--- config.mk ---
export PLATFORM = sky130hd
export DESIGN_NAME = periph_access_filter
export DESIGN_NICKNAME = d
export VERILOG_FILES = /design/src/rtl/pfw_pkg.sv /design/src/rtl/pfw_cfg_regs.sv /design/src/rtl/pfw_cid_check.sv /design/src/rtl/pfw_decide.sv /design/src/rtl/periph_access_filter.sv
export SDC_FILE = /design/constraint.sdc
export NUM_CORES = 1
export LEC_CHECK = 0
export BUFFER_PORTS_ARGS = -buffer_cell sky130_fd_sc_hd__buf_4
export CORE_MARGIN = 2
export CORE_UTILIZATION = 57
export DETAILED_ROUTE_END_ITERATION = 8
export GPL_ROUTABILITY_DRIVEN = 0
export HOLD_SLACK_MARGIN = 0.1
export PLACE_DENSITY = 0.83
export SKIP_CTS_REPAIR_TIMING = 1
export SLEW_MARGIN = 0
export SYNTH_ARGS = -nofsm -noshare
export SYNTH_HDL_FRONTEND = slang
export SYNTH_HIERARCHICAL = 1
export SYNTH_SLANG_ARGS = --single-unit
--- constraint.sdc ---
create_clock -name clk -period 2.75 [get_ports clk]
set_input_delay 0.275 -clock clk [delete_from_list [all_inputs] [get_ports clk]]
set_output_delay 0.275 -clock clk [all_outputs]
set_load 0.05 [all_outputs]
--- src/rtl/pfw_pkg.sv ---
package pfw_pkg;
   localparam int CID_W       = 3;
   localparam int NUM_CID     = 1 << CID_W;
   localparam int CFG_W       = 32;
   localparam int WORD_BITS   = 32;
   localparam int SEC_BASE    = 'h10;
   localparam int PRIV_BASE   = 'h30;
   localparam int CID_BASE    = 'h100;
   localparam int WORD_STRIDE = 4;
   localparam int CID_STRIDE  = 8;
   localparam int MAP_SPAN    = PRIV_BASE - SEC_BASE;
   // field positions inside a compartment register
   localparam int POS_FILT_EN = 0;
   localparam int POS_SEM_EN  = 1;
   localparam int POS_OWNER   = 4;
   localparam int POS_WLIST   = 16;

   typedef struct packed {
      logic [NUM_CID-1:0] wlist;
      logic [CID_W-1:0]   owner;
      logic               sem_en;
      logic               filt_en;
   } cid_cfg_t;

   function automatic cid_cfg_t to_cid_cfg(input logic [CFG_W-1:0] d);
      cid_cfg_t c;
      c.filt_en = d[POS_FILT_EN];
      c.sem_en  = d[POS_SEM_EN];
      c.owner   = d[POS_OWNER +: CID_W];
      c.wlist   = d[POS_WLIST +: NUM_CID];
      return c;
   endfunction
endpackage

--- src/rtl/pfw_cfg_regs.sv ---
module pfw_cfg_regs
   import pfw_pkg::*;
#(
   parameter int NUM_PERIPH = 40,
   parameter int ADDR_W     = 12
) (
   input  logic                  clk,
   input  logic                  rst_n,
   input  logic                  wr_en,
   input  logic [ADDR_W-1:0]     wr_addr,
   input  logic [CFG_W-1:0]      wr_data,
   output logic [NUM_PERIPH-1:0] sec_map,
   output logic [NUM_PERIPH-1:0] priv_map,
   output cid_cfg_t              cid_cfg [NUM_PERIPH]
);
   localparam int NUM_WORDS = (NUM_PERIPH + WORD_BITS - 1) / WORD_BITS;

   logic [NUM_WORDS-1:0] sec_word_hit;
   logic [NUM_WORDS-1:0] priv_word_hit;

   for (genvar w = 0; w < NUM_WORDS; w++) begin : g_word
      assign sec_word_hit[w]  = wr_en && (wr_addr == ADDR_W'(SEC_BASE  + WORD_STRIDE * w));
      assign priv_word_hit[w] = wr_en && (wr_addr == ADDR_W'(PRIV_BASE + WORD_STRIDE * w));
   end

   for (genvar i = 0; i < NUM_PERIPH; i++) begin : g_periph
      localparam int WI = i / WORD_BITS;
      localparam int BI = i % WORD_BITS;
      logic     sec_q;
      logic     priv_q;
      cid_cfg_t cfg_q;
      logic     cid_hit;

      assign cid_hit = wr_en && (wr_addr == ADDR_W'(CID_BASE + CID_STRIDE * i));

      always_ff @(posedge clk or negedge rst_n) begin
         if (!rst_n) begin
            sec_q  <= 1'b0;
            priv_q <= 1'b0;
            cfg_q  <= '0;
         end else begin
            if (sec_word_hit[WI])  sec_q  <= wr_data[BI];
            if (priv_word_hit[WI]) priv_q <= wr_data[BI];
            if (cid_hit)           cfg_q  <= to_cid_cfg(wr_data);
         end
      end

      assign sec_map[i]  = sec_q;
      assign priv_map[i] = priv_q;
      assign cid_cfg[i]  = cfg_q;
   end
endmodule

--- src/rtl/pfw_cid_check.sv ---
module pfw_cid_check
   import pfw_pkg::*;
(
   input  cid_cfg_t         cfg,
   input  logic [CID_W-1:0] cid,
   input  logic             sem_held,
   output logic             pass
);
   always_comb begin
      if (!cfg.filt_en) begin
         pass = 1'b1;
      end else if (cfg.sem_en) begin
         pass = cfg.wlist[cid] && sem_held;
      end else begin
         pass = (cfg.owner == '0) || (cfg.owner == cid);
      end
   end
endmodule

--- src/rtl/pfw_decide.sv ---
module pfw_decide (
   input  logic clk,
   input  logic rst_n,
   input  logic req_valid,
   input  logic in_range,
   input  logic sec_ok,
   input  logic priv_ok,
   input  logic cid_ok,
   output logic dec_valid,
   output logic dec_grant,
   output logic dec_deny
);
   logic all_ok;
   assign all_ok = in_range && sec_ok && priv_ok && cid_ok;

   always_ff @(posedge clk or negedge rst_n) begin
      if (!rst_n) begin
         dec_valid <= 1'b0;
         dec_grant <= 1'b0;
         dec_deny  <= 1'b0;
      end else begin
         dec_valid <= req_valid;
         dec_grant <= req_valid && all_ok;
         dec_deny  <= req_valid && !all_ok;
      end
   end
endmodule

--- src/rtl/periph_access_filter.sv ---
module periph_access_filter
   import pfw_pkg::*;
#(
   parameter int NUM_PERIPH = 40,
   parameter int IDX_W      = 6,
   parameter int ADDR_W     = 12
) (
   input  logic              clk,
   input  logic              rst_n,
   input  logic              cfg_we,
   input  logic [ADDR_W-1:0] cfg_addr,
   input  logic [31:0]       cfg_wdata,
   input  logic              cfg_sec,
   input  logic              cfg_priv,
   input  logic              req_valid,
   input  logic [IDX_W-1:0]  req_idx,
   input  logic              req_sec,
   input  logic              req_priv,
   input  logic [2:0]        req_cid,
   input  logic              req_sem_held,
   output logic              dec_valid,
   output logic              dec_grant,
   output logic              dec_deny
);
   localparam int SEL_W     = $clog2(NUM_PERIPH);
   localparam int NUM_WORDS = (NUM_PERIPH + WORD_BITS - 1) / WORD_BITS;

   if (NUM_PERIPH < 2 || NUM_WORDS * WORD_STRIDE > MAP_SPAN) begin : g_bad_count
      $error("NUM_PERIPH out of supported range");
   end
   if (IDX_W < SEL_W || IDX_W > 30) begin : g_bad_idx
      $error("IDX_W cannot address NUM_PERIPH entries");
   end
   if (CID_BASE + CID_STRIDE * NUM_PERIPH > (1 << ADDR_W)) begin : g_bad_addr
      $error("ADDR_W too narrow for the compartment registers");
   end

   logic                  cfg_wr_ok;
   logic [NUM_PERIPH-1:0] sec_map;
   logic [NUM_PERIPH-1:0] priv_map;
   cid_cfg_t              cid_cfg [NUM_PERIPH];
   logic                  in_range;
   logic [SEL_W-1:0]      sel;
   cid_cfg_t              sel_cfg;
   logic                  sec_ok;
   logic                  priv_ok;
   logic                  cid_ok;

   assign cfg_wr_ok = cfg_we && cfg_sec && cfg_priv;

   pfw_cfg_regs #(
      .NUM_PERIPH (NUM_PERIPH),
      .ADDR_W     (ADDR_W)
   ) u_regs (
      .clk      (clk),
      .rst_n    (rst_n),
      .wr_en    (cfg_wr_ok),
      .wr_addr  (cfg_addr),
      .wr_data  (cfg_wdata),
      .sec_map  (sec_map),
      .priv_map (priv_map),
      .cid_cfg  (cid_cfg)
   );

   assign in_range = {1'b0, req_idx} < (IDX_W + 1)'(NUM_PERIPH);
   assign sel      = in_range ? req_idx[SEL_W-1:0] : '0;
   assign sel_cfg  = cid_cfg[sel];
   assign sec_ok   = req_sec  || !sec_map[sel];
   assign priv_ok  = req_priv || !priv_map[sel];

   pfw_cid_check u_cid (
      .cfg      (sel_cfg),
      .cid      (req_cid),
      .sem_held (req_sem_held),
      .pass     (cid_ok)
   );

   pfw_decide u_dec (
      .clk       (clk),
      .rst_n     (rst_n),
      .req_valid (req_valid),
      .in_range  (in_range),
      .sec_ok    (sec_ok),
      .priv_ok   (priv_ok),
      .cid_ok    (cid_ok),
      .dec_valid (dec_valid),
      .dec_grant (dec_grant),
      .dec_deny  (dec_deny)
   );
endmodule

# Yosys cells after proc, flatten, opt, wreduce, memory -nomap -nowiden
# Index checks and enable logic that the tools add are counted.
dict set report op_classes {
  add_sub_neg 0
  n_mul 0
  div 0
  magnitude_cmp 4
  n_eq_ne 45
  n_shift 0
  mux 12
  bitwise 1
  reduce_logical 59
}
# cell count
set ops {}
lappend ops {{12-bit by 9-bit == test with 1-bit output (second input constant)} 32}
lappend ops {{12-bit by 10-bit == test with 1-bit output (second input constant)} 8}
lappend ops {{13-bit binary-select mux with 6-bit select} 1}
lappend ops {{1-bit logical AND} 52}
lappend ops {{13-bit two-way mux} 2}
lappend ops {{12-bit by 5-bit == test with 1-bit output (second input constant)} 2}
lappend ops {{12-bit by 6-bit == test with 1-bit output (second input constant)} 2}
lappend ops {{1-bit binary-select mux with 6-bit select} 2}
lappend ops {{7-bit greater-or-equal comparator (second input constant)} 1}
lappend ops {{6-bit by 7-bit less-than comparator with 1-bit output (second input constant)} 1}
lappend ops {{6-bit inverter with 7-bit output} 1}
lappend ops {{6-bit less-than comparator (second input constant)} 1}
lappend ops {{6-bit two-way mux} 1}
lappend ops {{1-bit two-way mux} 5}
lappend ops {{3-bit by 4-bit less-than comparator with 1-bit output (second input constant)} 1}
lappend ops {{1-bit binary-select mux with 3-bit select} 1}
lappend ops {{3-bit == test} 1}
lappend ops {{1-bit logical NOT} 3}
lappend ops {{3-bit logical NOT} 1}
lappend ops {{1-bit logical OR} 3}
dict set report word_totals {
  register_bits 603
  latch_bits 0
  ram_bits 0
  rom_bits 0
  input_bits 62
  wordCells 364
  memories 0
}

# Logic depth before layout (Yosys ltp)
dict set report depth {
  depth_word 14
  depth_mapped 18
  mapped_depth_nobuf 13
}

# Cells and area by module
# The synthesis kept the hierarchy.
# module n_inst cells_per_inst area_each_um2
set by_module_without_submodules {}
lappend by_module_without_submodules {pfw_cfg_regs 1 1459 24034.3}
lappend by_module_without_submodules {periph_access_filter 1 827 6133.4}
lappend by_module_without_submodules {pfw_cid_check 1 19 156.4}
lappend by_module_without_submodules {pfw_decide 1 7 95.1}

# Least setup slack after synthesis
# No wires, ideal clock.
dict set report synth_path {
  path_type {input-to-reg}
  start {input port req_idx[0]}
  end {register u_dec.dec_deny}
  setup_ns 0.066
  arrival_time_ns 3.007
  required_ns 2.684
  slack_ns -0.322
  cell_stages 12
  path_buffers 2
  cell_sequence {clkbuf_2 > inv_2 > buf_2 > mux4_2 > a22o_1 > o311ai_1 > a311oi_1 > mux4_1 > mux2_2 > a311o_1 > nand4_1 > and2_1}
}
# item line
set synth_rtl {}
lappend synth_rtl {{from (decl)} periph_access_filter.sv:16} ;# input logic [IDX_W-1:0] req_idx,
lappend synth_rtl {{to (signal assigned)} pfw_decide.sv:24} ;# dec_deny <= req_valid && !all_ok;
lappend synth_rtl {{to (decl)} pfw_decide.sv:11} ;# output logic dec_deny

==> summary.txt <==
Global route
  • Initial antenna violation count: 1
  • Global-route wire length before repair: 131000 um
  • Gr usage total: 30.6%
  • Vias in the first global route: 21500
  • Largest net degree at the start of global routing: 76
  • Grt total ovfl: 0

Clock tree
  • Root Driver: clkbuf_16
  • Total CTS buffers: 59
  • CTS tree: done
  • Sink Count: 603
  • Worst-skew pair later-pin latency: 630 ps
  • Worst-case clock buffer depth: 3
  • Depth of the CTS H-tree: 2
  • Clock slew at reported path FFs: 60 ps

Final layout
  • NumNets Final: 2468
  • Fillers: 3478
  • Area Growth Syn to Fin: 14.3%
  • Cell area after layout: 34800 um2
  • Layout cell share with drive strength beyond 1: 47.4%

Floorplan
  • Die Span Y: 235 um
  • Boundary pin count: 65
  • Die X-Extent: 235 um
  • Core area: 52700 um2
  • Die area: 55200 um2
  • Initial core utilization: 57.8%
  • Rows: 84

Critical path
  • Worst Reg-to-Reg Cells: 11
  • Delay of the slowest critical-path stage: 480 ps
  • Worst-path cell chain: mux2_4 > a22oi_2 > o211ai_1 > a21oi_2 > buf_4 > a311oi_2 > mux4_2 > mux2_4 > a311o_1 > nand4_1 > and2_1
  • Cell family with most CP delay: multiplexers
  • Reg-to-Reg Start: u_regs/cid_cfg[7]
  • Reg2reg setup slack: -260 ps
  • Worst-path fanout max: 2
  • Required time of the critical path: 3310 ps
  • Nature of the critical path startpoint: flop
  • CP arrival: 3570 ps
  • CP bufs+invs: 1
  • Critical path type: reg2reg
  • Crit path capture type: flop
  • R2r endpoint: u_dec/dec_deny
  • CP most frequent cell: mux2_4
  • Slowest CP cell: mux4_2

Logic synthesis
  • Adder-cell share of the synthesized area: 0%
  • Most instantiated library cell after synthesis: dfrtp_1
  • Top cell type's share of synthesized area: 49.6%
  • Synth Area in Compound Gates: 8.91%
  • Largest family of logic cells by synthesized area: multiplexers
  • Gate Count Post-Synth: 2312
  • Yosys reg bits: 603
  • Syn_area_per_cell: 13.2 um2
  • Yosys warns: 6
  • EDFF count, synth: 0
  • Unique cell type count in the Yosys netlist: 79
  • Cell area after synthesis: 30400 um2
  • Largest cells by area after synthesis: dfrtp_1 (50%), mux2_2 (22%), buf_4 (2.5%)
  • XOR/XNOR Fraction of Synth Area: 0%
  • Most instantiated cells after synthesis: dfrtp_1 (603), mux2_2 (585), a21oi_1 (136), buf_4 (103), clkbuf_1 (89)
  • Post-synthesis simple-gate area fraction: 6.39%
  • Post-synth top area cell: dfrtp_1
  • Most used DFF post-synth: dfrtp_1
  • Sequential area share after synthesis: 49.6%
  • Net Count, Synth: 2374
  • Post-synth ARST share: 100%
  • Mux share of post-synthesis cell area: 28.9%

STA
  • Slew Limit Headroom: 44.1%
  • Final hold vios: 0
  • Worst setup margin: -260 ps
  • Max Clock Freq: 0.332 GHz
  • RSZ-0062 raised after global routing: yes
  • Period Utilization, post-route: 109%
  • Fin crit period: 3010 ps
  • Actual slew at the worst max-slew pin: 837 ps
  • Clock Skew: 13.0 ps
  • Setup violators final: 2
  • Final Hold Slack: 192 ps
  • Slew Limit Fails: 0

Detailed routing
  • Post-route ant nets: 0
  • 1st-iter DRT viols: 2282
  • DR vias/cell: 6.65
  • Wire length per cell: 27.4 um
  • Overall routed net length: 86100 um
  • Drc violations: 0
  • Iteration count of the initial detailed-routing pass: 6
  • Via Count: 20900

Power
  • Worst IR drop on VDD: 0.000564 V
  • Static leakage: 17.0 nW
  • Power per Cell Area: 565 nW/um2
  • Total Power: 0.0196 W

Placed design
  • Dpl hpwl: 55700 um
  • Post-DP Area: 32200 um2
  • Pre-CTS setup slack: -952 ps
  • # port buffers: 64

Outcome
  • Failing checks: setup timing
  • Status: complete, but fails checks

Run
  • Max-cap viol count: 0

Hold path
  • Hold Crit Class: in2async
[where the power goes]
part | internal [W] | switching [W]
clock | 0.00553 | 0.00355
combinational | 0.000566 | 0.00110
sequential | 0.00888 | 0.00000920
[flip-flops by register name (all words and copies together) (netlist names)]
register / flops
u_dec/dec_deny: 1
u_regs/g_periph.priv_q: 40
u_regs/g_periph.sec_q: 40
u_regs/cid_cfg: 520
u_dec/dec_grant: 1
u_dec/dec_valid: 1
[cells by family after synthesis]
kind of cell,Yosys count
simple gates,279
buf+inv,298
compound gates,380
flops,603
mux,752
[final cells by class]
| type | instances | area (um2) | share of cell area, % |
|---|---|---|---|
| sequential | 603 | 15100 | 43.4 |
| multi-input combinational | 1411 | 13600 | 39.1 |
| timing repair buffer | 324 | 2960 | 8.52 |
| clock buffer | 85 | 1830 | 5.25 |
| tap | 688 | 861 | 2.48 |
| clock inverter | 24 | 385 | 1.11 |
| inverter | 7 | 33.8 | 0.0972 |
| antenna | 1 | 2.50 | 0.00720 |
[per-stage QoR]
step / instances / utilization, % / setup TNS, ps
floorplan: 2312 / - / -163
global placement: 3010 / 61.1 / -1570
detailed placement: 3010 / 61.1 / -1870
CTS: 3119 / 65.3 / -446
global route: 3142 / 66.0 / -526
finish: 3143 / 66.0 / -472
[placed cells by master (no fill, tap or decap), types with 9 or more instances in the layout]
cell type      netlist  final
nor4_4              24     24
nand2_1             79     78
a311oi_1            14     11
mux2_4              50     53
and3_1              26     26
nand3_2             10     10
o311ai_1            10     11
nand4_1             21     21
buf_12               3     37
dlygate4sd3_1        0     21
clkbuf_8             0     22
a22oi_1             21     15
bufinv_16            0     10
a2bb2oi_2           10     10
a221o_1             20     20
mux2_1              26     26
o221ai_1            33     33
buf_4              103    264
a21oi_2             10     12
clkbuf_16            0     61
mux4_2              17     19
nor2_1              57     57
clkinv_2             0      9
a22o_1              11     11
a221oi_1            18     13
o211ai_1            19     19
mux2i_1             72     71
o22ai_1              9      9
a211oi_1            10     10
a21oi_1            136    134
o21ai_0             29     24
dfrtp_1            603    603
mux2_2             585    582
[metal layers]
layer	vias up	share of wire [%]	GRT usage [%]
met3	277	10	8.40
met5	-	0	0
li1	8655	-	-
met2	1194	46	46.9
met4	0	4.5	14.4
met1	10800	39	40.6
[worst max-delay path by stage]
stage | start | endpoint | slack [ps] | cells past startpoint
4_1_cts | req_idx[3] | u_dec/dec_deny | -240 | 15
5_1_grt | u_regs/cid_cfg[115] | u_dec/dec_deny | -280 | 10
3_3_place_gp | req_idx[3] | u_dec/dec_deny | -800 | 15
6_report | u_regs/cid_cfg[7] | u_dec/dec_deny | -260 | 11
2_1_floorplan | req_idx[4] | u_dec/dec_deny | -90 | 14
3_5_place_dp | req_idx[3] | u_dec/dec_deny | -950 | 15
Note: power is estimated with default switching activity, not from simulation.
